$ cat src/rtl/pwr_seq_pkg.sv
package pwr_seq_pkg;
  typedef enum logic [2:0] {
    ST_PWRUP  = 3'd0,
    ST_NORMAL = 3'd1,
    ST_SLEEP  = 3'd2,
    ST_RBREQ  = 3'd3,
    ST_HARDRB = 3'd4
  } pwr_state_e;

  typedef enum logic [1:0] {
    RP_HI1 = 2'd0,
    RP_LO  = 2'd1,
    RP_HI2 = 2'd2
  } res_phase_e;
endpackage

$ cat src/rtl/pwr_seq_sync.sv
module pwr_seq_sync #(
  parameter int unsigned W = 2,
  parameter logic [W-1:0] RST_VAL = '1
) (
  input  logic         clk_i,
  input  logic         rst_ni,
  input  logic [W-1:0] d_i,
  output logic [W-1:0] q_o
);
  for (genvar g = 0; g < W; g++) begin : g_bit
    logic [1:0] ff_q;
    always_ff @(posedge clk_i or negedge rst_ni) begin
      if (!rst_ni) ff_q <= {2{RST_VAL[g]}};
      else         ff_q <= {ff_q[0], d_i[g]};
    end
    assign q_o[g] = ff_q[1];
  end
endmodule

$ cat src/rtl/pwr_seq_lowfilt.sv
module pwr_seq_lowfilt #(
  parameter int unsigned MIN_LOW = 8
) (
  input  logic clk_i,
  input  logic rst_ni,
  input  logic lvl_i,
  output logic qual_o
);
  localparam int unsigned CW = $clog2(MIN_LOW + 1);
  localparam logic [CW-1:0] CMAX = CW'(MIN_LOW);

  logic [CW-1:0] cnt_q;

  always_ff @(posedge clk_i or negedge rst_ni) begin
    if (!rst_ni)           cnt_q <= '0;
    else if (lvl_i)        cnt_q <= '0;
    else if (cnt_q != CMAX) cnt_q <= cnt_q + 1'b1;
  end

  assign qual_o = !lvl_i && (cnt_q == CMAX);

  AST_QUAL_AFTER_LOW: assert property (@(posedge clk_i) disable iff (!rst_ni)
    qual_o |-> !$past(lvl_i));
endmodule

$ cat src/rtl/pwr_seq_resume.sv
module pwr_seq_resume
  import pwr_seq_pkg::*;
#(
  parameter int unsigned HI_MIN = 5,
  parameter int unsigned LO_MIN = 5
) (
  input  logic clk_i,
  input  logic rst_ni,
  input  logic en_i,
  input  logic lvl_i,
  output logic done_o
);
  localparam int unsigned MAXC = (HI_MIN > LO_MIN) ? HI_MIN : LO_MIN;
  localparam int unsigned CW   = $clog2(MAXC + 2);
  localparam logic [CW-1:0] CSAT = CW'(MAXC + 1);
  localparam logic [CW-1:0] HI_C = CW'(HI_MIN);
  localparam logic [CW-1:0] HI_L = CW'(HI_MIN - 1);
  localparam logic [CW-1:0] LO_C = CW'(LO_MIN);

  res_phase_e    ph_q, ph_d;
  logic [CW-1:0] cnt_q, cnt_d;
  logic [CW-1:0] cnt_inc;

  assign cnt_inc = (cnt_q == CSAT) ? cnt_q : cnt_q + 1'b1;
  assign done_o  = en_i && (ph_q == RP_HI2) && lvl_i && (cnt_q >= HI_L);

  always_comb begin
    ph_d  = ph_q;
    cnt_d = cnt_q;
    if (!en_i) begin
      ph_d  = RP_HI1;
      cnt_d = '0;
    end else begin
      unique case (ph_q)
        RP_HI1: begin
          if (lvl_i)              cnt_d = cnt_inc;
          else if (cnt_q >= HI_C) begin ph_d = RP_LO; cnt_d = CW'(1); end
          else                    cnt_d = '0;
        end
        RP_LO: begin
          if (!lvl_i)             cnt_d = cnt_inc;
          else if (cnt_q >= LO_C) begin ph_d = RP_HI2; cnt_d = CW'(1); end
          else                    begin ph_d = RP_HI1; cnt_d = CW'(1); end
        end
        RP_HI2: begin
          if (done_o)             begin ph_d = RP_HI1; cnt_d = '0; end
          else if (lvl_i)         cnt_d = cnt_inc;
          else                    begin ph_d = RP_HI1; cnt_d = '0; end
        end
        default: begin ph_d = RP_HI1; cnt_d = '0; end
      endcase
    end
  end

  always_ff @(posedge clk_i or negedge rst_ni) begin
    if (!rst_ni) begin
      ph_q  <= RP_HI1;
      cnt_q <= '0;
    end else begin
      ph_q  <= ph_d;
      cnt_q <= cnt_d;
    end
  end

  AST_HI2_NEEDS_LOW_PHASE: assert property (@(posedge clk_i) disable iff (!rst_ni)
    (ph_q == RP_HI2) && ($past(ph_q) != RP_HI2) |-> $past(!lvl_i) || $past(ph_q) == RP_LO);
  AST_DONE_ONLY_ENABLED: assert property (@(posedge clk_i) disable iff (!rst_ni)
    done_o |-> $past(en_i));
endmodule

$ cat src/rtl/pwr_seq_cause.sv
module pwr_seq_cause (
  input  logic clk_i,
  input  logic rst_ni,
  input  logic nrm_entry_i,
  input  logic hot_src_i,
  input  logic clr_i,
  output logic flag_o
);
  logic flag_q;

  always_ff @(posedge clk_i or negedge rst_ni) begin
    if (!rst_ni)          flag_q <= 1'b0;
    else if (clr_i)       flag_q <= 1'b0;
    else if (nrm_entry_i) flag_q <= hot_src_i;
  end

  assign flag_o = flag_q && !clr_i;

  AST_FLAG_SET_SOURCE: assert property (@(posedge clk_i) disable iff (!rst_ni)
    $rose(flag_q) |-> $past(nrm_entry_i && hot_src_i && !clr_i));
  AST_CLR_DROPS_FLAG: assert property (@(posedge clk_i) disable iff (!rst_ni)
    $past(clr_i) |-> !flag_q);
endmodule

$ cat src/rtl/pwr_seq.sv
module pwr_seq
  import pwr_seq_pkg::*;
#(
  parameter int unsigned N_SUP    = 4,
  parameter int unsigned ON_CYC   = 6,
  parameter int unsigned WAIT_CYC = 20,
  parameter int unsigned HOT_MIN  = 8,
  parameter int unsigned RES_H    = 5,
  parameter int unsigned RES_L    = 5
) (
  input  logic             clk_i,
  input  logic             rst_ni,
  input  logic             sleep_cmd_i,
  input  logic             therm_flt_i,
  input  logic             uvlo_i,
  input  logic             resume_i,
  input  logic             hotrst_ni,
  input  logic             soft_rst_i,
  input  logic             cause_clr_i,
  output logic             nopower_no,
  output logic [N_SUP-1:0] sup_en_o,
  output logic             rtc_en_o,
  output logic             reg_rst_o,
  output logic             cause_hot_o,
  output logic [2:0]       state_o
);
  localparam int unsigned TMAX = (ON_CYC > WAIT_CYC) ? ON_CYC : WAIT_CYC;
  localparam int unsigned TW   = $clog2(TMAX + 1);
  localparam logic [TW-1:0] ON_LAST   = TW'(ON_CYC - 1);
  localparam logic [TW-1:0] WAIT_LAST = TW'(WAIT_CYC - 1);

  pwr_state_e    state_q, state_d;
  logic [TW-1:0] tmr_q;
  logic          therm_q, rb_hot_q, reg_rst_q;
  logic          hot_s, res_s, hot_qual, res_done;
  logic          timed, nrm_entry, sleep_entry;

  pwr_seq_sync #(.W(2), .RST_VAL(2'b11)) u_sync (
    .clk_i (clk_i),
    .rst_ni(rst_ni),
    .d_i   ({hotrst_ni, resume_i}),
    .q_o   ({hot_s, res_s})
  );

  pwr_seq_lowfilt #(.MIN_LOW(HOT_MIN)) u_hotfilt (
    .clk_i (clk_i),
    .rst_ni(rst_ni),
    .lvl_i (hot_s),
    .qual_o(hot_qual)
  );

  pwr_seq_resume #(.HI_MIN(RES_H), .LO_MIN(RES_L)) u_resume (
    .clk_i (clk_i),
    .rst_ni(rst_ni),
    .en_i  (state_q == ST_SLEEP),
    .lvl_i (res_s),
    .done_o(res_done)
  );

  always_comb begin
    state_d = state_q;
    unique case (state_q)
      ST_PWRUP:  if (tmr_q == ON_LAST) state_d = ST_NORMAL;
      ST_NORMAL: begin
        if (therm_flt_i || sleep_cmd_i)  state_d = ST_SLEEP;
        else if (hot_qual || soft_rst_i) state_d = ST_RBREQ;
      end
      ST_SLEEP: begin
        if (therm_q) begin
          if (uvlo_i) state_d = ST_PWRUP;
        end else if (res_done) begin
          state_d = ST_NORMAL;
        end
      end
      ST_RBREQ:  if (tmr_q == WAIT_LAST) state_d = ST_HARDRB;
      ST_HARDRB: if (tmr_q == ON_LAST) state_d = ST_NORMAL;
      default:   state_d = ST_PWRUP;
    endcase
  end

  assign timed       = (state_q == ST_PWRUP) || (state_q == ST_RBREQ) || (state_q == ST_HARDRB);
  assign nrm_entry   = (state_d == ST_NORMAL) && (state_q != ST_NORMAL);
  assign sleep_entry = (state_d == ST_SLEEP) && (state_q != ST_SLEEP);

  always_ff @(posedge clk_i or negedge rst_ni) begin
    if (!rst_ni) begin
      state_q   <= ST_PWRUP;
      tmr_q     <= '0;
      therm_q   <= 1'b0;
      rb_hot_q  <= 1'b0;
      reg_rst_q <= 1'b0;
    end else begin
      state_q   <= state_d;
      tmr_q     <= (state_d != state_q || !timed) ? '0 : tmr_q + 1'b1;
      reg_rst_q <= sleep_entry;
      if (sleep_entry) therm_q <= therm_flt_i;
      if (state_d == ST_RBREQ && state_q == ST_NORMAL) rb_hot_q <= hot_qual;
    end
  end

  pwr_seq_cause u_cause (
    .clk_i      (clk_i),
    .rst_ni     (rst_ni),
    .nrm_entry_i(nrm_entry),
    .hot_src_i  ((state_q == ST_HARDRB) && rb_hot_q),
    .clr_i      (cause_clr_i),
    .flag_o     (cause_hot_o)
  );

  assign nopower_no = (state_q == ST_NORMAL);
  assign sup_en_o   = {N_SUP{state_q != ST_SLEEP}};
  assign rtc_en_o   = 1'b1;
  assign reg_rst_o  = reg_rst_q;
  assign state_o    = state_q;

  AST_RBREQ_FROM_NORMAL: assert property (@(posedge clk_i) disable iff (!rst_ni)
    (state_q == ST_RBREQ) && ($past(state_q) != ST_RBREQ) |-> $past(state_q) == ST_NORMAL);
  AST_REGRST_IN_SLEEP: assert property (@(posedge clk_i) disable iff (!rst_ni)
    reg_rst_o |-> (state_q == ST_SLEEP) && ($past(state_q) != ST_SLEEP));
  AST_REGRST_ONE_CYCLE: assert property (@(posedge clk_i) disable iff (!rst_ni)
    reg_rst_o |=> !reg_rst_o);
  AST_THERM_EXIT_PWRUP: assert property (@(posedge clk_i) disable iff (!rst_ni)
    ($past(state_q) == ST_SLEEP) && (state_q != ST_SLEEP) && $past(therm_q) |-> state_q == ST_PWRUP);
  AST_CMD_EXIT_NORMAL: assert property (@(posedge clk_i) disable iff (!rst_ni)
    ($past(state_q) == ST_SLEEP) && (state_q != ST_SLEEP) && !$past(therm_q) |-> state_q == ST_NORMAL);
  AST_WAIT_LENGTH: assert property (@(posedge clk_i) disable iff (!rst_ni)
    (state_q == ST_HARDRB) && ($past(state_q) == ST_RBREQ) |-> $past(tmr_q) == WAIT_LAST);
  AST_THERM_PRIORITY: assert property (@(posedge clk_i) disable iff (!rst_ni)
    ($past(state_q) == ST_NORMAL) && $past(therm_flt_i) |-> (state_q == ST_SLEEP) && therm_q);
endmodule

$ cat config.mk
export PLATFORM = sky130hd
export DESIGN_NAME = pwr_seq
export DESIGN_NICKNAME = d
export VERILOG_FILES = /design/src/rtl/pwr_seq_pkg.sv /design/src/rtl/pwr_seq_sync.sv /design/src/rtl/pwr_seq_lowfilt.sv /design/src/rtl/pwr_seq_resume.sv /design/src/rtl/pwr_seq_cause.sv /design/src/rtl/pwr_seq.sv
export SDC_FILE = /design/constraint.sdc
export NUM_CORES = 1
export LEC_CHECK = 0
export BUFFER_PORTS_ARGS = -buffer_cell sky130_fd_sc_hd__buf_2
export CAP_MARGIN = 15
export CORE_MARGIN = 1
export CORE_UTILIZATION = 35
export CTS_BUF_LIST = sky130_fd_sc_hd__clkbuf_16
export CTS_CLUSTER_DIAMETER = 200
export DETAILED_ROUTE_END_ITERATION = 8
export MAX_ROUTING_LAYER = met4
export PLACE_DENSITY_LB_ADDON = 0.3
export SLEW_MARGIN = 40
export SYNTH_ARGS = -nofsm -noshare
export SYNTH_HDL_FRONTEND = slang
export SYNTH_SLANG_ARGS = --single-unit
$ cat constraint.sdc
create_clock -name clk_i -period 2.2 [get_ports clk_i]
set_input_delay 0.55 -clock clk_i [delete_from_list [all_inputs] [get_ports clk_i]]
set_output_delay 0.55 -clock clk_i [all_outputs]
set_load 0.05 [all_outputs]
Word-level counts from Yosys, hierarchy flattened
Index checks and enable logic that the tools add are counted.
{ "op_classes": {"n_addsub": 3, "n_lt_le_gt_ge": 2, "eq_ne": 21, "mux": 29, "reduce_logical": 23} }
{ "op_table": {"columns": ["operator", "n"], "rows": [
  ["two-way mux 3 bit", 13],
  ["two-way mux 2 bit", 7],
  ["equality test 3 x 2 -> 1 bit (second input constant)", 4],
  ["one-hot mux 3 bit (4 select lines)", 1],
  ["logical AND 1 bit", 9],
  ["inequality test 3 bit (second input constant)", 3],
  ["one-hot mux 3 bit (3 select lines)", 1],
  ["two-way mux 4 bit", 2],
  ["inequality test 4 bit (second input constant)", 2],
  ["equality test 3 x 1 -> 1 bit (second input constant)", 2],
  ["equality test 3 bit (second input constant)", 2],
  [">= comparator 3 bit (second input constant)", 2],
  ["one-hot mux 2 bit (3 select lines)", 1],
  ["adder 5 x 1 -> 5 bit (second input constant)", 1],
  ["equality test 5 x 3 -> 1 bit (second input constant)", 1],
  ["equality test 5 bit (second input constant)", 1],
  ["logical OR 1 bit", 5],
  ["two-way mux 5 bit", 1],
  ["adder 4 x 1 -> 4 bit (second input constant)", 1],
  ["equality test 4 bit (second input constant)", 1],
  ["AND reduction 4 bit", 1],
  ["nonzero test 2 bit", 2],
  ["adder 3 x 1 -> 3 bit (second input constant)", 1],
  ["logical NOT 1 bit", 3],
  ["9 further kinds", 11]
]} }
{ "totals": {"ff_bits": 25, "out_inout_bits": 11, "wordCells": 89} }

Logic depth before layout (Yosys ltp)
{ "depth": {"ltp_word": 11, "mapped_depth": 6} }

Modules after synthesis
From an unflattened synthesis, not the netlist that was laid out.
{ "unflattened": {"hier_cells": 141, "area_unflattened_um2": 1456.4} }
{ "by_module_without_submodules": {"columns": ["mod", "n_inst", "cells_each", "area_per_inst_um2"], "rows": [
  ["pwr_seq", 1, 66, 675.6],
  ["pwr_seq_resume", 1, 45, 396.6],
  ["pwr_seq_lowfilt", 1, 20, 219.0],
  ["pwr_seq_sync", 1, 6, 120.1],
  ["pwr_seq_cause", 1, 4, 45.0]
]} }

Least setup slack after synthesis
OpenSTA, ideal clock, no wires.
{ "synth_timing": {"path_type": "reg-to-reg", "from": "register state_q[0] (netlist: state_o[0])", "to": "register therm_q", "setup_ps": 125, "arrival_ps": 2798, "t_required_ps": 2075, "slack_ps": -723, "path_stages_with_launch": 4, "n_path_buf": 0, "synth_period_minus_slack_ps": 2923, "path_cell_list": "dfrtp_1 nor3b_1 and3b_1 mux2_2"} }
{ "synth_between": {"elab_cells_between_ends": 20} }
{ "synth_lines": {"columns": ["element", "line", "rtl"], "rows": [
  ["start: declaration", "pwr_seq.sv:32", "pwr_state_e state_q, state_d;"],
  ["start signal: assignment", "pwr_seq.sv:93", "state_q <= state_d;"],
  ["equality test 3 x 1 -> 1 bit", null, null],
  ["net nopower_no", "pwr_seq.sv:20", "output logic nopower_no,"],
  ["one-hot mux 3 bit (4 select lines)", "pwr_seq.sv:62", "unique case (state_q)"],
  ["equality test 3 x 2 -> 1 bit", "pwr_seq.sv:83", "assign sleep_entry = (state_d == ST_SLEEP) && (state_q != ST_SLEEP);"],
  ["logical AND 1 bit", "pwr_seq.sv:83", null],
  ["net sleep_entry", "pwr_seq.sv:36", "logic timed, nrm_entry, sleep_entry;"],
  ["end signal: assignment", "pwr_seq.sv:96", "if (sleep_entry) therm_q <= therm_flt_i;"],
  ["end: declaration", "pwr_seq.sv:34", "logic therm_q, rb_hot_q, reg_rst_q;"]
]} }
The timed path passes the listed nets, and every way through them passes these cells.
A chain may end at the register's enable or synchronous reset.

Final worst setup path
{ "layout_timing": {"from": "register state_q[2] (netlist: state_o[2])", "to": "output port sup_en_o[0]"} }
{ "layout_between": {"elab_chain_len": 1} }
{ "layout_rtl": {"columns": ["element", "line", "rtl"], "rows": [
  ["inequality test 3 x 2 -> 1 bit", "pwr_seq.sv:111", "assign sup_en_o = {N_SUP{state_q != ST_SLEEP}};"],
  ["end: declaration", "pwr_seq.sv:21", "output logic [N_SUP-1:0] sup_en_o,"]
]} }
No other way between the ends.

==> results.md <==
* I/O pin count at 20
* DR WL/cell at 12.67 microns
* Skew-Pair Late Insertion Delay at ~260 ps
* Setup WS post-layout at 255.0 ps
* Net Count, Synth at between 100 and 150
* Core box area at ~3700 sq um
* Critical Path RT at 1650 ps
* Clock tree buffer depth at 2
* Die H at 63.70 microns
* PwrDens at between 1000 and 1500 nW/um^2
* CTS clock-pin slew for the worst setup and hold paths at roughly 60 ps
* CTS Root Cell: clkbuf_16
* Endpoint type of the worst setup path: output port
* Syn Inst Count at 128
* Commonest cells after routing, fill and taps aside: dfrtp_1, buf_2, nor2_1
* RSZ-0062 raised after global routing: false
* XOR/XNOR share of the synthesized area at 3.286%
* VDD IR max at 0.4102 mV
* Layout Skew at a little over 3 ps
* Final GP Congestion at 0.9185
* Vias in the first global route at 900
* # nets final at 164
* Fin Setup TNS at 0 ps
* Worst rel slew slack at roughly 61%
* Final worst path period share at 88.41%
* FMAX at 514.1 MHz
* Post-CTS Resized at 0
* Mux cell area share after synthesis at 2.441%
* Total setup buffers inserted after CTS at 0
* FP Rows at 22
* Startpoint Class: register
* Post-layout util at a little over two fifths
* Area growth, synth to finish at 16.15%
* Grt ovf at 0
* Max Slew Vio Count at 0
* Non-Filler Instances at 195
* Final setup fails at 0
* Ys Warns at 0
* Number of instances in the placed design at 191
* Pleak at 0.6985 nW
* Final min period at 1945 ps
* DRC errors left at 0
* Routed WL at 2471 microns
* Post-Synth Simple-Gate Area at 23.66%
* Placed Instance Area at 1469 sq um
* TritonCTS clock tree: yes
* Worst Tran Pin Value at about 600 ps
* Type of the worst min-delay path: input pin to async pin
* Routed vias/inst at 4.923
* Distinct cells, synth at 47
* Final Hold Fails at 0
* GRT Total Usage at 13.87%
* Ys async rst share at 100.0%
* Initial core utilization at approximately 36%
* H-Tree Depth at 1
* Finished Cell Area at 1548 sq um
* Max Cap Viol at 0
* DP Wirelength at 1885 microns
* Largest net degree at the start of global routing at 26
* Leading cell type in the layout, fill and taps excluded: dfrtp_1
* Via count at 960
* Post-Synth Adder-Cell Area at under 10%
* Setup WS pre-CTS at 308.7 ps
* Status: finished clean
* Post-Syn Area at roughly 1300 sq um
* Synth Area in Compound Gates at between 10% and 20%
* Initial antenna violation count at 0
* Total clock sinks at 25
* Yosys reg bits at 25
* ANT nets after route at 0
* First-pass DRT Iterations at 4
* Die span in x at about 64 microns
* Post-CTS Hold Fix Bufs at 0
* Max FO, Critical Path at 7
* PortBufs at 18
* Mapped Avg Cell Area at 10.41 sq um
* Ant diodes at 0
* Share of layout cells above drive strength 1 at 27.89%
* First-iteration detailed-routing DRC count at 31
* Largest family of logic cells by synthesized area: simple AND/OR/NAND/NOR gates
* Critical Path AT at about 1400 ps
* Cts bufs inserted at 3
* Seq/Total Area, Yosys at 47.32%
* Critical path class: register to output port
* Prevailing post-synth register cell: dfrtp_1
* Die area at between 4000 and 5000 sq um
* Number of synthesized flops with an enable pin at 0
* Global-route wire length before repair at 4188 microns
-- routing by layer --
| metal | global-route usage (%) | wire [microns] |
|---|---|---|
| met2 | 21.68 | 1127 |
| met3 | 2.899 | 85 |
| met1 | 18.27 | 1243 |
| met5 | - | 0 |
| met4 | 3.409 | 15 |
-- sequential cells by signal, indices dropped and copies added (netlist names) --
| register | count |
|---|---|
| u_resume.cnt_q | 3 |
| tmr_q | 5 |
| reg_rst_o | 1 |
| u_hotfilt.cnt_q | 4 |
| u_cause.flag_q | 1 |
| rb_hot_q | 1 |
| u_resume.ph_q | 2 |
| therm_q | 1 |
| state_o | 3 |
| u_sync.g_bit.ff_q | 4 |
-- cell type report --
type,instances,area [sq um]
fillers,345,2113
clock buffers,3,75.07
flip-flops and latches,25,631.9
multi-input cells,90,641.9
well taps,48,60.06
inverters,8,30.03
repair buffers,20,105.1
clock inverters,1,3.754
-- worst max-delay path, cell delays in order (launching register included) --
cell     delay [ps]
dfrtp_1         510
nor2b_4          80
and2_4          170
inv_2           100
buf_2           280
-- kinds of logic after synthesis --
kind of cell | Yosys count
adder cells (fa/ha/maj) | 7
XOR/XNOR | 5
flip-flops | 25
AND/OR/NAND/NOR | 55
other | 1
multiplexers | 3
buffers and inverters | 13
AO/OA/AOI/OAI | 19
-- cells in the mapped netlist, types with 2 or more instances --
library cell	n	area, sq um
nand2b_1	3	18.77
a21oi_1	4	20.02
nor2b_1	2	12.51
mux2_2	2	22.52
xor2_1	3	26.28
dfrtp_1	21	525.5
ha_1	7	87.58
dfstp_2	4	105.1
nor3_1	8	40.04
o21ai_0	4	20.02
nor3b_1	2	15.01
nand3_1	6	30.03
nor2_1	10	37.54
inv_1	7	26.28
buf_4	4	30.03
xnor2_1	2	17.52
nand2_1	9	33.78
-- path summary, 6_finish.rpt --
path,from,endpoint,slack [ps],cells after the start
max reg2reg,state_o[2]$_DFF_PN0_,tmr_q[3]$_DFF_PN0_,290,6
max in group asynchronous,rst_ni,state_o[1]$_DFF_PN0_,1520,1
min,rst_ni,u_resume.cnt_q[0]$_DFF_PN0_,280,1
min in group clk_i,u_sync.g_bit[1].ff_q[0]$_DFF_PN1_,u_sync.g_bit[1].ff_q[1]$_DFF_PN1_,360,0
max,state_o[2]$_DFF_PN0_,sup_en_o[0],260,4
min reg2reg,u_sync.g_bit[1].ff_q[0]$_DFF_PN1_,u_sync.g_bit[1].ff_q[1]$_DFF_PN1_,360,0
-- power breakdown --
part           leakage [nW]  switching [mW]  internal, mW  total [mW]
Sequential            0.324          0.0817         0.539       0.621
Combinational         0.333           0.358         0.192       0.551
Clock                0.0423           0.158         0.243       0.401
Total                 0.699           0.598         0.974        1.57
-- metrics by stage --
step	hold slack [ps]	power [mW]
6_report	276.5	1.573
2_1_floorplan	254.4	1.075
3_5_place_dp	347.5	1.181
4_1_cts	303.3	1.582
3_3_place_gp	345.8	1.171
5_1_grt	327.2	1.660
No activity file was read; power rests on OpenSTA's default activity.
